## src/rtl/strap_fsel_pkg.sv

```systemverilog
package strap_fsel_pkg;

  localparam int FS_W  = 5;
  localparam int PAD_N = FS_W + 1;

  typedef enum logic [1:0] {
    SSM_OFF    = 2'b00,
    SSM_CENTER = 2'b01,
    SSM_DOWN   = 2'b10
  } ssm_e;

  // Classify a frequency code into its spread-spectrum mode.
  function automatic ssm_e ssm_decode(input logic [FS_W-1:0] code);
    ssm_e m;
    m = SSM_OFF;
    if (code[4:2] == 3'b011) begin
      m = SSM_CENTER;
    end else if (code[4:2] == 3'b111 || code == 5'b00001 ||
                 code == 5'b10011 || code == 5'b10101) begin
      m = SSM_DOWN;
    end
    return m;
  endfunction

endpackage

```

## src/rtl/strap_rst_sync.sv

```systemverilog
module strap_rst_sync #(
  parameter int STAGES = 2
) (
  input  logic clk,
  input  logic rst_n,
  output logic rst_sync_n
);

  logic [STAGES-1:0] sync_q;
  logic [STAGES-1:0] sync_d;

  always_comb begin
    sync_d = {sync_q[STAGES-2:0], 1'b1};
  end

  always_ff @(posedge clk or negedge rst_n) begin
    if (!rst_n) begin
      sync_q <= '0;
    end else begin
      sync_q <= sync_d;
    end
  end

  assign rst_sync_n = sync_q[STAGES-1];

endmodule

```

## src/rtl/strap_capture.sv

```systemverilog
module strap_capture
  import strap_fsel_pkg::*;
#(
  parameter int WIN_CYCLES = 28636
) (
  input  logic             clk,
  input  logic             rst_n,
  input  logic [PAD_N-1:0] pad_in,
  output logic             cap_done,
  output logic [FS_W-1:0]  strap_code,
  output logic             strap_sio
);

  localparam int CW = $clog2(WIN_CYCLES + 1);
  localparam logic [CW-1:0] LAST = CW'(WIN_CYCLES - 1);

  logic [CW-1:0]   cnt_q, cnt_d;
  logic            done_q, done_d;
  logic            cnt_en;
  logic            cap_en;
  logic [FS_W-1:0] code_q;
  logic            sio_q;

  // Window sequencing: count until the final value, then stop for good.
  always_comb begin
    cnt_en = !done_q;
    cap_en = cnt_en && (cnt_q == LAST);
    cnt_d  = cnt_q + CW'(1);
    done_d = cap_en ? 1'b1 : done_q;
  end

  always_ff @(posedge clk or negedge rst_n) begin
    if (!rst_n) begin
      cnt_q  <= '0;
      done_q <= 1'b0;
    end else begin
      if (cnt_en && !cap_en) begin
        cnt_q <= cnt_d;
      end
      done_q <= done_d;
    end
  end

  // Strap holding registers, loaded only on the final window count.
  always_ff @(posedge clk or negedge rst_n) begin
    if (!rst_n) begin
      code_q <= '0;
      sio_q  <= 1'b0;
    end else if (cap_en) begin
      code_q <= pad_in[FS_W-1:0];
      sio_q  <= pad_in[PAD_N-1];
    end
  end

  assign cap_done   = done_q;
  assign strap_code = code_q;
  assign strap_sio  = sio_q;

endmodule

```

## src/rtl/fsel_select.sv

```systemverilog
module fsel_select
  import strap_fsel_pkg::*;
(
  input  logic [FS_W-1:0] strap_code,
  input  logic [7:0]      cfg_byte,
  output logic [FS_W-1:0] code,
  output ssm_e            ssm
);

  logic            ovr;
  logic [FS_W-1:0] reg_code;
  logic            unused_cfg_bits;

  // Register select bits are scattered: top bit sits below the override bit.
  always_comb begin
    ovr      = cfg_byte[3];
    reg_code = {cfg_byte[2], cfg_byte[7], cfg_byte[6], cfg_byte[5], cfg_byte[4]};
    code     = ovr ? reg_code : strap_code;
    ssm      = ssm_decode(code);
  end

  assign unused_cfg_bits = ^cfg_byte[1:0];

endmodule

```

## src/rtl/strap_fsel.sv

```systemverilog
module strap_fsel
  import strap_fsel_pkg::*;
#(
  parameter int WIN_CYCLES  = 28636,
  parameter int SYNC_STAGES = 2
) (
  input  logic       clk_ref,
  input  logic       rst_n,
  input  logic [5:0] pad_in,
  input  logic [7:0] cfg_byte,
  output logic [4:0] fsel_code,
  output logic [1:0] spread_mode,
  output logic       sio_24m,
  output logic [5:0] pad_oe
);

  logic            rst_sync_n;
  logic            cap_done;
  logic [FS_W-1:0] strap_code;
  logic            strap_sio;
  ssm_e            ssm;

  strap_rst_sync #(.STAGES(SYNC_STAGES)) i_rst_sync (
    .clk        (clk_ref),
    .rst_n      (rst_n),
    .rst_sync_n (rst_sync_n)
  );

  strap_capture #(.WIN_CYCLES(WIN_CYCLES)) i_capture (
    .clk        (clk_ref),
    .rst_n      (rst_sync_n),
    .pad_in     (pad_in),
    .cap_done   (cap_done),
    .strap_code (strap_code),
    .strap_sio  (strap_sio)
  );

  fsel_select i_select (
    .strap_code (strap_code),
    .cfg_byte   (cfg_byte),
    .code       (fsel_code),
    .ssm        (ssm)
  );

  // One enable per shared pin, all driven from the capture flag.
  for (genvar g = 0; g < PAD_N; g++) begin : g_oe
    assign pad_oe[g] = cap_done;
  end

  assign spread_mode = ssm;
  assign sio_24m     = strap_sio;

endmodule

```

## config.mk

```make
export PLATFORM = sky130hd
export DESIGN_NAME = strap_fsel
export DESIGN_NICKNAME = d
export VERILOG_FILES = /design/src/rtl/strap_fsel_pkg.sv /design/src/rtl/strap_rst_sync.sv /design/src/rtl/strap_capture.sv /design/src/rtl/fsel_select.sv /design/src/rtl/strap_fsel.sv
export SDC_FILE = /design/constraint.sdc
export NUM_CORES = 1
export LEC_CHECK = 0
export ABC_AREA = 1
export BUFFER_PORTS_ARGS = -buffer_cell sky130_fd_sc_hd__buf_4
export CELL_PAD_IN_SITES_DETAIL_PLACEMENT = 0
export CELL_PAD_IN_SITES_GLOBAL_PLACEMENT = 1
export CORE_AREA = 2 2 78 73
export DETAILED_ROUTE_END_ITERATION = 6
export DIE_AREA = 0 0 80 75
export PLACE_DENSITY_LB_ADDON = 0.05
export SYNTH_ARGS = -nofsm -noshare
export SYNTH_HDL_FRONTEND = slang
export SYNTH_SLANG_ARGS = --single-unit
```

## constraint.sdc

```tcl
create_clock -name clk_ref -period 1.3 [get_ports clk_ref]
set_input_delay 0.26 -clock clk_ref [delete_from_list [all_inputs] [get_ports clk_ref]]
set_output_delay 0.26 -clock clk_ref [all_outputs]
set_load 0.01 [all_outputs]
```

==> Word-level counts from Yosys, hierarchy flattened <==
Index checks and enable logic that the tools add are counted.
W data, S select, Z words.
{ "op_classes": {"n_addsub": 1, "eq_ne": 6, "muxes": 3, "reduce_logical": 7} }
{ "ops": {"columns": ["cell", "count"], "rows": [
  ["$add A15 B1 Y15 const B", 1],
  ["$eq A15 B15 Y1 const B", 1],
  ["$eq A5 B5 Y1 const B", 2],
  ["$eq A5 B1 Y1 const B", 1],
  ["$mux W5", 1],
  ["$mux W2", 2],
  ["$eq A3 B2 Y1 const B", 1],
  ["$eq A3 B3 Y1 const B", 1],
  ["$logic_or A1 B1 Y1", 3],
  ["$logic_and A1 B1 Y1", 2],
  ["$logic_not A1 Y1", 2]
]} }
{ "totals": {"ff_bits": 24, "in_bits": 16, "output_inout_bits": 14, "elab_cells": 22} }

==> Depth between registers and ports, before layout <==
Gate-level depths: netlist (run 1).
{ "logic_depth": {"depth_word": 7, "depth_mapped": 9, "depth_no_buf": 8} }

==> By module <==
Synthesis (run 1) repeated with hierarchy kept, for this count alone.
{ "unflattened": {"cells_unflattened": 224, "area_unflattened_um2": 1595.3} }
{ "by_module_without_submodules": {"columns": ["mod", "instances", "cells_per_inst", "area_per_inst_um2"], "rows": [
  ["strap_capture", 1, 175, 1291.2],
  ["fsel_select", 1, 40, 205.2],
  ["strap_rst_sync", 1, 3, 53.8],
  ["strap_fsel", 1, 6, 45.0]
]} }

==> Worst setup path before layout (run 1) <==
No wires, ideal clock.
{ "synth_timing": {"path_type": "input to output", "from": "input port cfg_byte[3]", "to": "output port spread_mode[1]", "arrival_time_ns": 1.263, "setup_slack_ns": -0.223, "stages": 7, "cell_sequence": "buf_2 > o21ai_0 > nor2_1 > nand2_1 > nand2_1 > nand2_1 > nand2_1"} }
{ "synth_between": {"elab_chain_cells": 7, "word_cells_on_any_way": 11, "cone_classes": "eq/ne: 5; mux: 3; reduce/logical: 3"} }
{ "synth_lines": {"columns": ["element", "line_no", "rtl"], "rows": [
  ["start: declaration", "strap_fsel.sv:10", "input logic [7:0] cfg_byte,"],
  ["$mux W5 (*)", "fsel_select.sv:18", "code = ovr ? reg_code : strap_code;"],
  ["named net fsel_code[2]", "strap_fsel.sv:11", "output logic [4:0] fsel_code,"],
  ["$eq A5 B1 Y1 / $eq A3 B3 Y1 (equally long branches)", "strap_fsel_pkg.sv:18", "end else if (code[4:2] == 3'b111 || code == 5'b00001 ||"],
  ["$logic_or A1 B1 Y1 (2 in a row)", "strap_fsel_pkg.sv:18", null],
  ["$logic_or A1 B1 Y1", "strap_fsel_pkg.sv:19", "code == 5'b10011 || code == 5'b10101) begin"],
  ["$mux W2", "strap_fsel_pkg.sv:18", null],
  ["$mux W2 (*)", "strap_fsel_pkg.sv:16", "if (code[4:2] == 3'b011) begin"],
  ["end: declaration", "strap_fsel.sv:12", "output logic [1:0] spread_mode,"]
]} }
The timed path passes the listed nets; every way through them passes the cells marked *.

==> Worst setup path in the final report (run 1) <==
{ "layout_timing": {"from": "register i_capture.code_q[0], in the netlist i_capture.strap_code[0]", "to": "output port spread_mode[1]"} }
{ "layout_between": {"elab_chain_cells": 7, "word_cells_on_any_way": 9, "cone_classes": "eq/ne: 3; mux: 3; reduce/logical: 3"} }
{ "layout_lines": {"columns": ["element", "line_no", "rtl"], "rows": [
  ["start: declaration", "strap_capture.sv:21", "logic [FS_W-1:0] code_q;"],
  ["start signal: assignment", "strap_capture.sv:50", "code_q <= pad_in[FS_W-1:0];"],
  ["$mux W5 (*)", "fsel_select.sv:18", null],
  ["$eq A5 B1 Y1", "strap_fsel_pkg.sv:18", null],
  ["$logic_or A1 B1 Y1 (2 in a row)", "strap_fsel_pkg.sv:18", null],
  ["$logic_or A1 B1 Y1 (*)", "strap_fsel_pkg.sv:19", null],
  ["$mux W2 (*)", "strap_fsel_pkg.sv:18", null],
  ["$mux W2 (*)", "strap_fsel_pkg.sv:16", null]
]} }
Every way passes the cells marked *; elsewhere a longest branch is shown, timed or not.

==> impl_metrics.tcl, run 1 <==
set metrics [dict create \
    die_h_microns 75 \
    firstDrtPassIters 4 \
    synthToLayoutAreaGrowth_pct 46.7 \
    grt_pass1_vias 1339 \
    synth.top_cell.area_share_pct 39.6 \
    hold_path.class "register to asynchronous set/reset pin" \
    synth_edf_count 0 \
    clkLatencyLatePin_ps 270 \
    place_congestion 0.742 \
    post-route-drc-count 0 \
    grt_pass1_wl_microns 6230 \
    fmax_mhz 640 \
    ctsHtreeMaxLevel 1 \
    path_class "register to primary output" \
    grt_setup_unrepaired "true" \
    r2r_cells 9 \
    cts_buffers 3 \
    period_needed_ps 1560 \
    synth_top_family_by_area "simple AND/OR/NAND/NOR gates" \
    critPathSlowestCell "dfrtp_1" \
    p_leak_nw 1.20 \
    vias 1445 \
    vias_per_cell 4.28 \
    cap_violations 0 \
    rows 25 \
    critPathLaunchType "register" \
    syn_area_sq_um 1520 \
    antenna_found_initial 0 \
    synth_fa_ha_area_share_pct 0.824 \
    power.density_nw_per_um2 610 \
    swShare_pct 23.7 \
    avgSynthCellArea_sq_um 7.13 \
    cts_root_buf "clkbuf_8" \
    clockPowerShare_pct 33.7 \
    gr-usage-all-layers_pct 13.6 \
    yosys.area.top_type "dfrtp_1" \
    cts.sinks 24 \
    vdd_drop_max_v 0.000370 \
    final_util_pct 43.4 \
    ys.flop_type "dfrtp_1" \
    finClkSkew_ps 9.39 \
    synthMuxAreaShare_pct 0 \
    finalHoldViolCount 0 \
    wl_met1_microns 1990 \
    drtIter0Drc 52 \
    num-fill-cells 523 \
    synth-warning-count 0 \
    coreArea_sq_um 5130 \
    path_max_fanout 3 \
    clk_pin_slew_ps 90 \
    die_w_microns 80 \
    highest_layer "met4" \
    synth_nets 230 \
    finalWorstSetupSlack_ps -264 \
    yosys.area_share.simple_pct 42.8 \
    path_cells "o21ai_2 > nor2_1 > nand2_1 > nand2_1 > nand2_1 > nand2_2 > buf_6" \
    grt_max_degree 23 \
    synthXorXnorAreaFrac_pct 4.04 \
    drive_above_1_share_pct 39.1 \
    wirelength_microns 3800 \
    die_area_sq_um 6000 \
    ioPinCount 30 \
    cts_buffer_depth 2 \
    min_period_over_period_pct 120 \
    synth_cell_type_count 24 \
    avgRoutedWirePerCell_microns 11.2 \
    setup_viol 20 \
    synth_compound_area_share_pct 3.05 \
    async_flop_share_pct 100 \
    cpPeakStageDelay_ps 400 \
    end_kind "primary output" \
    initial_core_util_pct 29.6 \
    outcome "finished, violations left" \
    ys_top_cells_by_area "dfrtp_1 (40%), nand2_1 (24%), nand3_1 (4.6%)" \
    numPortBuffers 27 \
    internal-power_mw 1.04 \
    slew_viol_final 0 \
    wl_met2_microns 1630 \
    cp.arrival_ps 1300 \
    p_sw_uw 322 \
    cts_tree "built" \
    synth_seq_cells 24 \
    violations "setup timing" \
    hpwl_microns 2860 \
    layout.nets 290 \
    wl_met3_microns 151 \
    combPwrFrac_pct 11.1 \
    fin_tns_setup_ps -1810 \
    antennaDiodeCount 0 \
    synthCells 213 \
    netlist_top_cells_count "nand2_1 (97), dfrtp_1 (24), inv_1 (18), nor2_1 (18), nand3_1 (14)" \
    crit_required_ps 1040 \
    globalRouteOverflowTotal 0 \
    ant_nets 0 \
    p_seq_share_pct 55.2 \
    ys_seq_area_share_pct 39.6 \
    synth.most_common_cell "nand2_1" \
    cp_common_cell "nand2_1" \
]
## registers in the layout, summed over array words and instances (netlist names)
register / count
i_capture.strap_code: 5
i_rst_sync.sync_q: 2
i_capture.strap_sio: 1
i_capture.cap_done: 1
i_capture.cnt_q: 15
## cell type report
class	instances	area, sq um	area share (%)
sequential	24	602	27.0
multi-input combinational	161	890	40.0
clock buffer	3	41.3	1.85
timing repair buffer	64	538	24.2
tap	67	83.8	3.77
inverter	19	71.3	3.20
## layer usage
layer | vias to the layer above | GRT usage (%)
li1 | 766 | -
met1 | 647 | 20.1
met2 | 30 | 20.7
met3 | 2 | 2.40
met4 | 0 | 3.39
met5 | - | 0
## logic make-up (layout without fill, tap and decap cells)
family	count (synthesis)	after routing
and+or+nand+nor	145	145
buffers and inverters	28	86
DFF	24	24
AOI/OAI and AO/OA	7	7
xor gates and xnor gates	7	7
adders and majority gates	1	1
other	1	1
## final timing paths
path                                    startpoint                      end  slack [ps]
setup / recovery           i_capture.strap_code[0]           spread_mode[1]        -260
hold / removal                i_rst_sync.sync_q[1]       i_capture.cnt_q[9]         210
setup reg to reg                i_capture.cnt_q[0]       i_capture.cnt_q[1]         -70
hold reg to reg               i_rst_sync.sync_q[1]       i_capture.cnt_q[9]         210
max in group asynchronous     i_rst_sync.sync_q[1]       i_capture.cap_done         840
min in group clk_ref                     pad_in[1]  i_capture.strap_code[1]         220
## power by group through the flow
| stage | combinational, mW | clock (mW) | sequential, mW |
|---|---|---|---|
| final | 0.151 | 0.458 | 0.750 |
| after global routing | 0.167 | 0.500 | 0.750 |
| after CTS | 0.146 | 0.476 | 0.750 |
| after detailed placement | 0.120 | 0 | 0.765 |
| after global placement | 0.118 | 0 | 0.765 |
| after floorplan | 0.0380 | 0 | 0.774 |
## per-stage QoR
stage	hold slack, ps	worst slack [ps]	cell area [sq um]	power (mW)	std cells
final	213	-264	2230	1.36	338
after CTS	215	-263	2180	1.37	337
after global routing	231	-352	2230	1.42	338
after detailed placement	44.0	-131	2000	0.884	329
after floorplan	-35.6	-104	1530	0.812	213
after global placement	42.1	-116	2000	0.882	329
## placed cells by master, fill, tap and decap left out, types with 2 or more instances in the layout
cell type	synthesis	routed
nand2_1	97	90
xor2_1	5	5
nor2_8	2	2
xnor2_1	2	2
nor2_4	0	2
buf_4	6	53
nand3_2	0	6
dfrtp_1	24	23
inv_1	18	12
nand2_4	1	2
nand2_2	2	8
nand3_1	14	8
inv_2	1	7
o21ai_2	0	3
buf_12	0	2
o21ai_4	1	3
nand4_1	5	5
nor2_1	18	15
buf_6	2	8
clkbuf_8	0	3
nor2_2	3	4
## worst max-delay path: cells and delay by family, from the launching register on
family,cells,cell delay (ps)
flops,1,400
buf+inv,1,110
compound gates,1,190
simple gates,5,330
## repair_timing
item	CTS	global route
setup buffers	5	3
pin swaps	12	6
setup endpoints to repair	28	34
hold buffers	1	0
gates resized for setup	30	11
hold endpoints to repair	2	0
Power figures use the tool's default switching activity.
==> inputs of run 2 (changes only) <==
Settings changed: SETUP_SLACK_MARGIN set to 0.05.
==> impl_metrics.tcl, run 2 (synthesis results as in run 1) <==
set metrics [dict create \
    outcome "finished, violations left" \
    violations "setup timing" \
    layout.nets 292 \
    path_class "register to primary output" \
    grt_max_degree 23 \
    hold_path.class "primary input to register" \
    grt_setup_unrepaired "true" \
    cts.sinks 24 \
    finalPower_mw 1.56 \
    path_max_fanout 3 \
    rows 25 \
    cap_violations 0 \
    coreArea_sq_um 5130 \
    setup_viol 25 \
    synthToLayoutAreaGrowth_pct 50.8 \
    ant_nets 0 \
    place_congestion 0.750 \
    vias 1471 \
    cts_buffers 3 \
    seq_area_sq_um 601 \
    cp.arrival_ps 1320 \
    hpwl_microns 2790 \
    min_period_over_period_pct 122 \
    final_cell_mix "nand2_1 (90), buf_4 (52), dfrtp_1 (24)" \
    multi_input_comb_area_sq_um 897 \
    clkLatencyLatePin_ps 270 \
    rrSetupSlack_ps -100 \
    cts_tree "built" \
    avgRoutedWirePerCell_microns 11.2 \
    die_area_sq_um 6000 \
    antennaDiodeCount 0 \
    power.density_nw_per_um2 684 \
    finalWorstSetupSlack_ps -282 \
    clk_pin_slew_ps 90 \
    mostFrequentLayoutCell "nand2_1" \
    post-route-drc-count 0 \
    vias_per_cell 4.31 \
    critPathLaunchType "register" \
    largest_reg_flops 15 \
    ctsHtreeMaxLevel 1 \
    ioPinCount 30 \
    fin_tns_setup_ps -2140 \
    stdcell_area_sq_um 2290 \
    grt_pass1_wl_microns 6270 \
    regMostFlops "i_capture.cnt_q" \
    period_needed_ps 1580 \
    fmax_mhz 632 \
    place_area_sq_um 2000 \
    die_h_microns 75 \
    finalHoldViolCount 0 \
    vdd_drop_max_v 0.000341 \
    firstDrtPassIters 4 \
    slew_viol_final 0 \
    num-fill-cells 534 \
    cts_buffer_depth 2 \
    globalRouteOverflowTotal 0 \
    wirelength_microns 3810 \
    grt_pass1_vias 1335 \
    cts_root_buf "clkbuf_8" \
    drive_above_1_share_pct 40.1 \
    crit_required_ps 1040 \
    end_kind "primary output" \
    antenna_found_initial 0 \
    die_w_microns 80 \
    initial_core_util_pct 29.6 \
    gr-usage-all-layers_pct 13.7 \
    p_leak_nw 1.24 \
    finClkSkew_ps 2.03 \
    drtIter0Drc 36 \
    numPortBuffers 27 \
    timing.hold.ws_ps 213 \
]
run 2: cell count changes in the layout (fill, tap and decap cells not counted), sizes merged:
cell / previous run / this run
buf: 63 / 65
bufinv: 0 / 1
run 2: path summary, 6_finish.rpt:
kind / from / to / cells after the start
max in group asynchronous: i_rst_sync.sync_q[1] / i_capture.cnt_q[0] / 1
hold / removal: pad_in[4] / i_capture.strap_code[4] / 3
hold reg to reg: i_rst_sync.sync_q[1] / i_capture.strap_sio / 1
setup / recovery: i_capture.strap_code[3] / spread_mode[1] / 7
min in group asynchronous: i_rst_sync.sync_q[1] / i_capture.strap_sio / 1
setup reg to reg: i_capture.cnt_q[0] / i_capture.cnt_q[14] / 9
run 2: critical path, stage by stage, from the launching register on:
cell and delay (ps):
dfrtp_1 390, inv_2 90, o21ai_4 80, buf_6 130, nor2b_1 100, nand3_1 70
nand2_1 90, buf_6 100
run 2: area by class of cell:
type                       count  share of cell area, %
sequential                    24                   26.2
clock buffer                   3                   1.80
inverter                      19                   3.12
multi-input combinational    161                   39.2
clock inverter                 1                   1.31
timing repair buffer          66                   24.7
tap                           67                   3.66
run 2: power breakdown:
part	switching [mW]	internal, mW	total [mW]
sequential	0.000772	0.749	0.750
combinational	0.0715	0.0810	0.153
clock	0.250	0.412	0.663
total	0.323	1.24	1.56
run 2: through the flow:
step,setup WS [ps],util [%],instances
after floorplan,-104,-,213
after global placement,-127,39.0,328
after detailed placement,-147,39.0,328
after CTS,-282,42.7,337
after global routing,-388,44.6,341
final,-282,44.6,341
run 2: per-layer routing:
metal | track usage, % | routed length (microns) | vias up
met4 | 6.03 | 65 | 0
met1 | 18.7 | 1860 | 672
met3 | 2.40 | 143 | 5
met5 | 0 | 0 | -
li1 | - | - | 770
met2 | 21.7 | 1750 | 24
run 2: what timing repair did:
action	in CTS	in global routing
buffers inserted	5	7
setup endpoints to repair	35	35
hold endpoints to repair	2	0
pin swaps	13	8
resized for setup	23	20
hold buffers	1	0
